**config.mk**
```make
export PLATFORM = sky130hd
export DESIGN_NAME = loc_arbiter
export DESIGN_NICKNAME = d
export VERILOG_FILES = /design/src/rtl/loc_arb_pkg.sv /design/src/rtl/loc_arb_regs.sv /design/src/rtl/loc_arb_ctrl.sv /design/src/rtl/loc_arbiter.sv
export SDC_FILE = /design/constraint.sdc
export NUM_CORES = 1
export LEC_CHECK = 0
export BUFFER_PORTS_ARGS = -buffer_cell sky130_fd_sc_hd__buf_2
export CELL_PAD_IN_SITES_DETAIL_PLACEMENT = 0
export CELL_PAD_IN_SITES_GLOBAL_PLACEMENT = 1
export CORE_ASPECT_RATIO = 0.5
export CORE_UTILIZATION = 27
export DETAILED_ROUTE_END_ITERATION = 10
export GPL_TIMING_DRIVEN = 0
export PLACE_DENSITY_LB_ADDON = 0.1
export SYNTH_ARGS = -nofsm -noshare
export SYNTH_HDL_FRONTEND = slang
export SYNTH_SLANG_ARGS = --single-unit
```
**constraint.sdc**
```tcl
create_clock -name clk -period 1.8 [get_ports clk]
set_clock_uncertainty 0.1 [all_clocks]
set_input_delay 0.36 -clock clk [delete_from_list [all_inputs] [get_ports clk]]
set_output_delay 0.36 -clock clk [all_outputs]
set_load 0.01 [all_outputs]
```
**src/rtl/loc_arb_pkg.sv**
```systemverilog
package loc_arb_pkg;

  // Width of the locality field in the address; fixed by the address map.
  localparam int LOC_IDX_W = 3;
  localparam int LOC_SLOTS = 1 << LOC_IDX_W;

  // Access register bit positions, decoded by software.
  localparam int ACC_VALID_BIT  = 7;
  localparam int ACC_ACTIVE_BIT = 5;
  localparam int ACC_PEND_BIT   = 2;
  localparam int ACC_REQ_BIT    = 1;

  typedef logic [LOC_IDX_W-1:0] locIdx_t;

  // Strobes from the control to the register datapath.
  typedef struct packed {
    logic    grant;
    locIdx_t grantIdx;
  } arbStrobe_t;

endpackage

```
**src/rtl/loc_arb_regs.sv**
```systemverilog
module loc_arb_regs
  import loc_arb_pkg::*;
#(
  parameter int NUM_LOC   = 5,
  parameter int ADDR_W    = 16,
  parameter int WIN_SHIFT = 12,
  parameter int DATA_W    = 8
) (
  input  logic              clk,
  input  logic              rstN,
  input  logic [ADDR_W-1:0] busAddr,
  input  logic              busWr,
  input  logic [DATA_W-1:0] busWrData,
  output logic [DATA_W-1:0] busRdData,
  input  arbStrobe_t        ctlStrobe,
  input  logic              ownerValid,
  input  locIdx_t           ownerIdx,
  output logic [NUM_LOC-1:0] reqVec,
  output logic              relStrobe
);

  localparam int IDX_TOP = WIN_SHIFT + LOC_IDX_W;

  locIdx_t              winIdx;
  logic [WIN_SHIFT-1:0] winOfs;
  logic                 upperClear;
  logic                 accHit;
  logic                 isOwnerWin;
  logic                 pendAny;
  logic [LOC_SLOTS-1:0] reqWide;
  logic [DATA_W-1:0]    rdVal;

  assign winIdx = busAddr[WIN_SHIFT +: LOC_IDX_W];
  assign winOfs = busAddr[WIN_SHIFT-1:0];

  // Address bits above the locality field must be zero.
  generate
    if (ADDR_W > IDX_TOP) begin : g_upper
      assign upperClear = (busAddr[ADDR_W-1:IDX_TOP] == '0);
    end else begin : g_noUpper
      assign upperClear = 1'b1;
    end
  endgenerate

  assign accHit     = upperClear && (winOfs == '0) && (int'(winIdx) < NUM_LOC);
  assign isOwnerWin = ownerValid && (ownerIdx == winIdx);
  assign relStrobe  = busWr && accHit && busWrData[ACC_ACTIVE_BIT] && isOwnerWin;

  // One request flag per locality.
  generate
    for (genvar g = 0; g < NUM_LOC; g++) begin : g_req
      logic setReq;
      logic clrReq;
      logic ownedHere;
      assign ownedHere = ownerValid && (ownerIdx == locIdx_t'(g));
      assign setReq = busWr && accHit && (winIdx == locIdx_t'(g))
                      && busWrData[ACC_REQ_BIT] && !ownedHere;
      assign clrReq = ctlStrobe.grant && (ctlStrobe.grantIdx == locIdx_t'(g));
      always_ff @(posedge clk or negedge rstN) begin
        if (!rstN) begin
          reqVec[g] <= 1'b0;
        end else if (clrReq) begin
          reqVec[g] <= 1'b0;
        end else if (setReq) begin
          reqVec[g] <= 1'b1;
        end
      end
    end
  endgenerate

  assign reqWide = LOC_SLOTS'(reqVec);

  always_comb begin
    pendAny = 1'b0;
    for (int i = 0; i < NUM_LOC; i++) begin
      if (reqVec[i] && !(ownerValid && ownerIdx == locIdx_t'(i))) begin
        pendAny = 1'b1;
      end
    end
  end

  always_comb begin
    rdVal = '0;
    if (accHit) begin
      rdVal[ACC_VALID_BIT]  = 1'b1;
      rdVal[ACC_ACTIVE_BIT] = isOwnerWin;
      rdVal[ACC_PEND_BIT]   = pendAny;
      rdVal[ACC_REQ_BIT]    = reqWide[winIdx];
    end
  end

  assign busRdData = rdVal;

  AST_GRANT_REQUESTED: assert property (@(posedge clk) disable iff (!rstN)
    ctlStrobe.grant |-> reqWide[ctlStrobe.grantIdx]);
  AST_GRANT_HIGHEST: assert property (@(posedge clk) disable iff (!rstN)
    ctlStrobe.grant |-> ((reqWide >> ctlStrobe.grantIdx) == LOC_SLOTS'(1)));
  AST_GRANT_CONSUMES: assert property (@(posedge clk) disable iff (!rstN)
    ctlStrobe.grant |=> !reqWide[$past(ctlStrobe.grantIdx)]);
  AST_OWNER_NO_REQ: assert property (@(posedge clk) disable iff (!rstN)
    ownerValid |-> !reqWide[ownerIdx]);

endmodule

```
**src/rtl/loc_arb_ctrl.sv**
```systemverilog
module loc_arb_ctrl
  import loc_arb_pkg::*;
#(
  parameter int NUM_LOC = 5
) (
  input  logic               clk,
  input  logic               rstN,
  input  logic [NUM_LOC-1:0] reqVec,
  input  logic               relStrobe,
  output arbStrobe_t         ctlStrobe,
  output logic               ownerValid,
  output locIdx_t            ownerIdx,
  output logic               locChange
);

  locIdx_t pickIdx;
  logic    anyReq;
  logic    doGrant;

  // Later (higher) indices overwrite earlier ones: highest wins.
  always_comb begin
    pickIdx = '0;
    for (int i = 0; i < NUM_LOC; i++) begin
      if (reqVec[i]) begin
        pickIdx = locIdx_t'(i);
      end
    end
  end

  assign anyReq  = |reqVec;
  assign doGrant = !ownerValid && anyReq;

  assign ctlStrobe.grant    = doGrant;
  assign ctlStrobe.grantIdx = pickIdx;

  always_ff @(posedge clk or negedge rstN) begin
    if (!rstN) begin
      ownerValid <= 1'b0;
      ownerIdx   <= '0;
      locChange  <= 1'b0;
    end else begin
      locChange <= doGrant || relStrobe;
      if (doGrant) begin
        ownerValid <= 1'b1;
        ownerIdx   <= pickIdx;
      end else if (relStrobe) begin
        ownerValid <= 1'b0;
      end
    end
  end

  AST_NO_PREEMPT: assert property (@(posedge clk) disable iff (!rstN)
    (ownerValid && !relStrobe) |=> (ownerValid && $stable(ownerIdx)));
  AST_RELEASE_FREES: assert property (@(posedge clk) disable iff (!rstN)
    relStrobe |=> !ownerValid);
  AST_FREE_GRANTS: assert property (@(posedge clk) disable iff (!rstN)
    (!ownerValid && anyReq) |=> ownerValid);
  AST_OWNER_RANGE: assert property (@(posedge clk) disable iff (!rstN)
    ownerValid |-> (int'(ownerIdx) < NUM_LOC));

endmodule

```
**src/rtl/loc_arbiter.sv**
```systemverilog
module loc_arbiter
  import loc_arb_pkg::*;
#(
  parameter int NUM_LOC   = 5,
  parameter int ADDR_W    = 16,
  parameter int WIN_SHIFT = 12,
  parameter int DATA_W    = 8
) (
  input  logic                 clk,
  input  logic                 rstN,
  input  logic [ADDR_W-1:0]    busAddr,
  input  logic                 busWr,
  input  logic [DATA_W-1:0]    busWrData,
  output logic [DATA_W-1:0]    busRdData,
  output logic                 ownerValid,
  output logic [LOC_IDX_W-1:0] ownerIdx,
  output logic                 locChange
);

  arbStrobe_t         ctlStrobe;
  logic [NUM_LOC-1:0] reqVec;
  logic               relStrobe;

  loc_arb_regs #(
    .NUM_LOC  (NUM_LOC),
    .ADDR_W   (ADDR_W),
    .WIN_SHIFT(WIN_SHIFT),
    .DATA_W   (DATA_W)
  ) i_regs (
    .clk       (clk),
    .rstN      (rstN),
    .busAddr   (busAddr),
    .busWr     (busWr),
    .busWrData (busWrData),
    .busRdData (busRdData),
    .ctlStrobe (ctlStrobe),
    .ownerValid(ownerValid),
    .ownerIdx  (ownerIdx),
    .reqVec    (reqVec),
    .relStrobe (relStrobe)
  );

  loc_arb_ctrl #(
    .NUM_LOC(NUM_LOC)
  ) i_ctrl (
    .clk       (clk),
    .rstN      (rstN),
    .reqVec    (reqVec),
    .relStrobe (relStrobe),
    .ctlStrobe (ctlStrobe),
    .ownerValid(ownerValid),
    .ownerIdx  (ownerIdx),
    .locChange (locChange)
  );

  // Every change of owner passes through the free state, so the
  // valid flag toggles exactly at each grant and each release.
  AST_CHANGE_PULSE: assert property (@(posedge clk) disable iff (!rstN)
    locChange == (ownerValid != $past(ownerValid)));

endmodule

```
==> results.txt <==
- First-pass iteration count of the detailed router: 4
- Fraction of the mapped netlist area in compound gates: 21.4%
- Count of endpoints failing hold in the final timing report: 0
- Avg Synthesized Cell Area: 8.70 um2
- CTS tree: built
- Die Span Y: roughly 39 um
- Crit path setup slack, layout: -0.276 ns
- Startpoint type of the worst setup path: flop
* Number of DRC violations after detailed routing: 0
- Static Leakage: 0.547 nW
* Nature of the critical path endpoint: output pin
* Number of antenna cells inserted: 0
* Final weighted congestion of routability-driven global placement: 0.712
- In this run, distinct cell masters in the synthesized netlist total 36.
- Failing checks: setup timing
- Global routing finished with a remaining overflow of 0.
- The number of clock buffers added by TritonCTS is 3.
- Clk slew on worst S/H paths: about 0.05 ns
- Data on the critical path is required at its endpoint by 1.34 ns.
- The clock reaches the later pin of the worst-skew pair after 0.24 ns.
* Arithmetic-cell share of the synthesized area counting full adders, half adders and majority gates: 0%
- In this run, synthesis inferred 0 flip-flops with an integrated enable.
- Highest attainable clock frequency: 0.482 GHz
* Kind of path behind the tightest hold check: in -> reg
* Syn. warnings: 0
- The initial antenna violation count came to 0.
- The initialized floorplan defines 13 standard-cell rows.
- Total global routing track utilization: 16.7%
- Cell area power density: 473 nW/um2
* Area taken by flip-flops and latches: roughly 260 um2
- Crit path kind: reg -> out
* DRC marker count from the first detailed-route iteration: 50
* Placed inst area: 971 um2
- Sequential-to-total area share from yosys stat: 33.4%
- In this run the deepest clock path goes through 2 buffers.
* Share of the cycle needed by the critical path after routing: 115%
- Area grow syn2layout: 67.9%
- Die width: between 70 and 80 um
- Number of cells in the finished layout apart from fillers: 175
- Xor/xnor share of the synthesized area: 3.51%
- The layout has ~270 filler cells.
- In this run the tool buffered the top-level ports with 29 buffer cells.
- Of all flip-flops after synthesis, the portion carrying an async set or reset was 100%.
- After detailed routing, the total wire length is 2.31 mm.
- Average detailed-routed wire length per instance: 13.2 um
- The core region is 2620 um2.
* Post-route ant nets: 0
- After synthesis, the largest family of logic cells by area is simple AND/OR/NAND/NOR gates.
- In this run the number of H-tree levels came out at 1.
- Total chip power: 0.595 mW
- The worst register-to-register path begins at i_ctrl.ownerIdx[1]$_DFFE_PN0P_.
* Clk root buf: clkbuf_8
* Maximum fanout along the worst path: 5
* Outcome: complete, but fails checks
- Cells with a size suffix above 1 make up a little under three fifths of the layout.
- Max rail drop VDD: about 0.23 mV
* Worst slack, placed: -0.236 ns
- The worst hold path begins at busAddr[12].
- Total instance count after detailed placement: 155
- In the synthesized netlist, the number of instances is 86.
- Post-detail-place hpwl: 1.55 mm
- Die Outline Area: 3000 um2
* Netlist area before placement: 748 um2
* Total vias in the final route: 841
- Worst hold slack after final layout: 0.278 ns
* Wire length of the first global-routing pass: about 3.7 mm
- Pin count of the biggest net entering global routing: 11
- Unrepaired setup endpoints after global routing: yes
- Num Clock Sinks: 10
- Data on the critical path arrives at its endpoint at 1.62 ns.
- Total I/O pin count: 40
- The smallest clock period supported by the final layout is computed as 2.08 ns.
- # setup viols final: 4
- Flops & latches, synth: 10
* Via count of the first global-routing pass: 790
* Total non-filler cell area in the finished layout: 1260 um2
- Launching element of the worst setup path: i_ctrl.ownerValid$_DFFE_PN0P_
* Multiplexer fraction of the synthesized cell area: 3.51%
- Fin nets: 166
* Number of slew-limit violations in the final report: 0
* Vias/cell: between 4 and 5
* Top flip-flop cell by instance count after synthesis: dfrtp_1
- Multi-input gate area: 503 um2
- Across the run, the number of max-cap violations was 0.
- Initial cell density of the core: around 29%
- Summing the areas of all and, or, nand and nor instances in the mapped netlist gives 27.4% of the synthesized area.
==> logic make-up after synthesis <==
family	count (synthesis)
multiplexers	1
AND/OR/NAND/NOR	37
AO/OA/AOI/OAI	21
flip-flops	10
buffers and inverters	13
XOR/XNOR	3
other	1
==> flip-flops by register name, summed over array words and instances (netlist names) <==
signal and flops:
i_regs.reqVec 5, i_ctrl.locChange 1, i_ctrl.ownerValid 1, i_ctrl.ownerIdx 3
==> cells in the mapped netlist (3+ instances only) <==
cell type,n,area share [%]
o22ai_1,3,2.5
buf_4,5,5.0
nor3_1,4,2.7
xnor2_1,3,3.5
inv_1,5,2.5
dfrtp_1,10,33
nor4_1,4,3.3
nor2_1,7,3.5
nand2_1,8,4.0
nand4_1,3,2.5
o21ai_0,5,3.3
==> through the flow <==
step	util [%]	TNS (ns)
2_1_floorplan	-	0
3_3_place_gp	37.1	-0.966
3_5_place_dp	37.1	-0.942
4_1_cts	47.2	-0.619
5_1_grt	48.0	-0.819
6_report	48.0	-0.604
==> cell usage in the layout, fill, tap and decap left out, types with 2 or more instances in the layout <==
cell type and count:
buf_2 22, nor2_1 6, o21ai_0 3, buf_4 20
o21ai_1 2, nand4_1 3, nor4_4 2, inv_1 3
o31ai_1 2, dfrtp_1 4, o22ai_1 2, conb_1 4
nand2_1 8, inv_2 2, xnor2_1 3, dfrtp_2 6
buf_6 9, nand4b_1 2, nand3_1 2, nor3_1 3
clkbuf_8 4
==> worst paths after layout <==
| path | end | slack (ns) | depth (start not counted) |
|---|---|---|---|
| min in group asynchronous | i_regs.reqVec[2]$_DFFE_PN0P_ | 0.41 | 2 |
| min | i_regs.reqVec[1]$_DFFE_PN0P_ | 0.28 | 3 |
| max | busRdData[2] | -0.28 | 6 |
| max in group asynchronous | i_regs.reqVec[0]$_DFFE_PN0P_ | 0.97 | 2 |
| min reg2reg | i_ctrl.ownerIdx[0]$_DFFE_PN0P_ | 0.48 | 2 |
| max reg2reg | i_ctrl.ownerValid$_DFFE_PN0P_ | 0.15 | 6 |
==> power breakdown <==
part / leakage [nW] / internal (mW) / total [mW] / switching (mW)
clock network: 0.0288 / 0.193 / 0.288 / 0.0954
logic: 0.415 / 0.0437 / 0.0812 / 0.0375
registers: 0.102 / 0.225 / 0.225 / 0.0000108
==> per-layer routing <==
layer  track usage [%]  part of all wire [%]  routed length, um
met5                 0                     0                  0
met4              1.44                     0                  0
met3              4.94                   5.2                120
met2              29.7                    44               1030
met1              21.3                    50               1160
==> critical path, cell delays in order (launching register included) <==
cell and delay, ns:
dfrtp_1 0.35, buf_6 0.11, inv_2 0.05, or4b_4 0.50, o22ai_2 0.17, a21oi_2 0.07
buf_2 0.13
==> timing repair <==
| item | 4_1_cts | 5_1_grt |
|---|---|---|
| pin swaps | 10 | 4 |
| setup endpoints to repair | 4 | 9 |
| hold endpoints to repair | 10 | 0 |
| gates resized for setup | 23 | 6 |
| hold buffers | 1 | 0 |
| buffers inserted | 16 | 2 |
==> layout make-up <==
type	count	area share [%]
buffer	7	4.48
timing repair buffer	46	25.4
clock buffer	4	4.38
sequential	10	20.5
tap	37	3.69
multi-input combinational	66	40.0
inverter	5	1.49
Note: power is estimated with default switching activity, not from simulation.
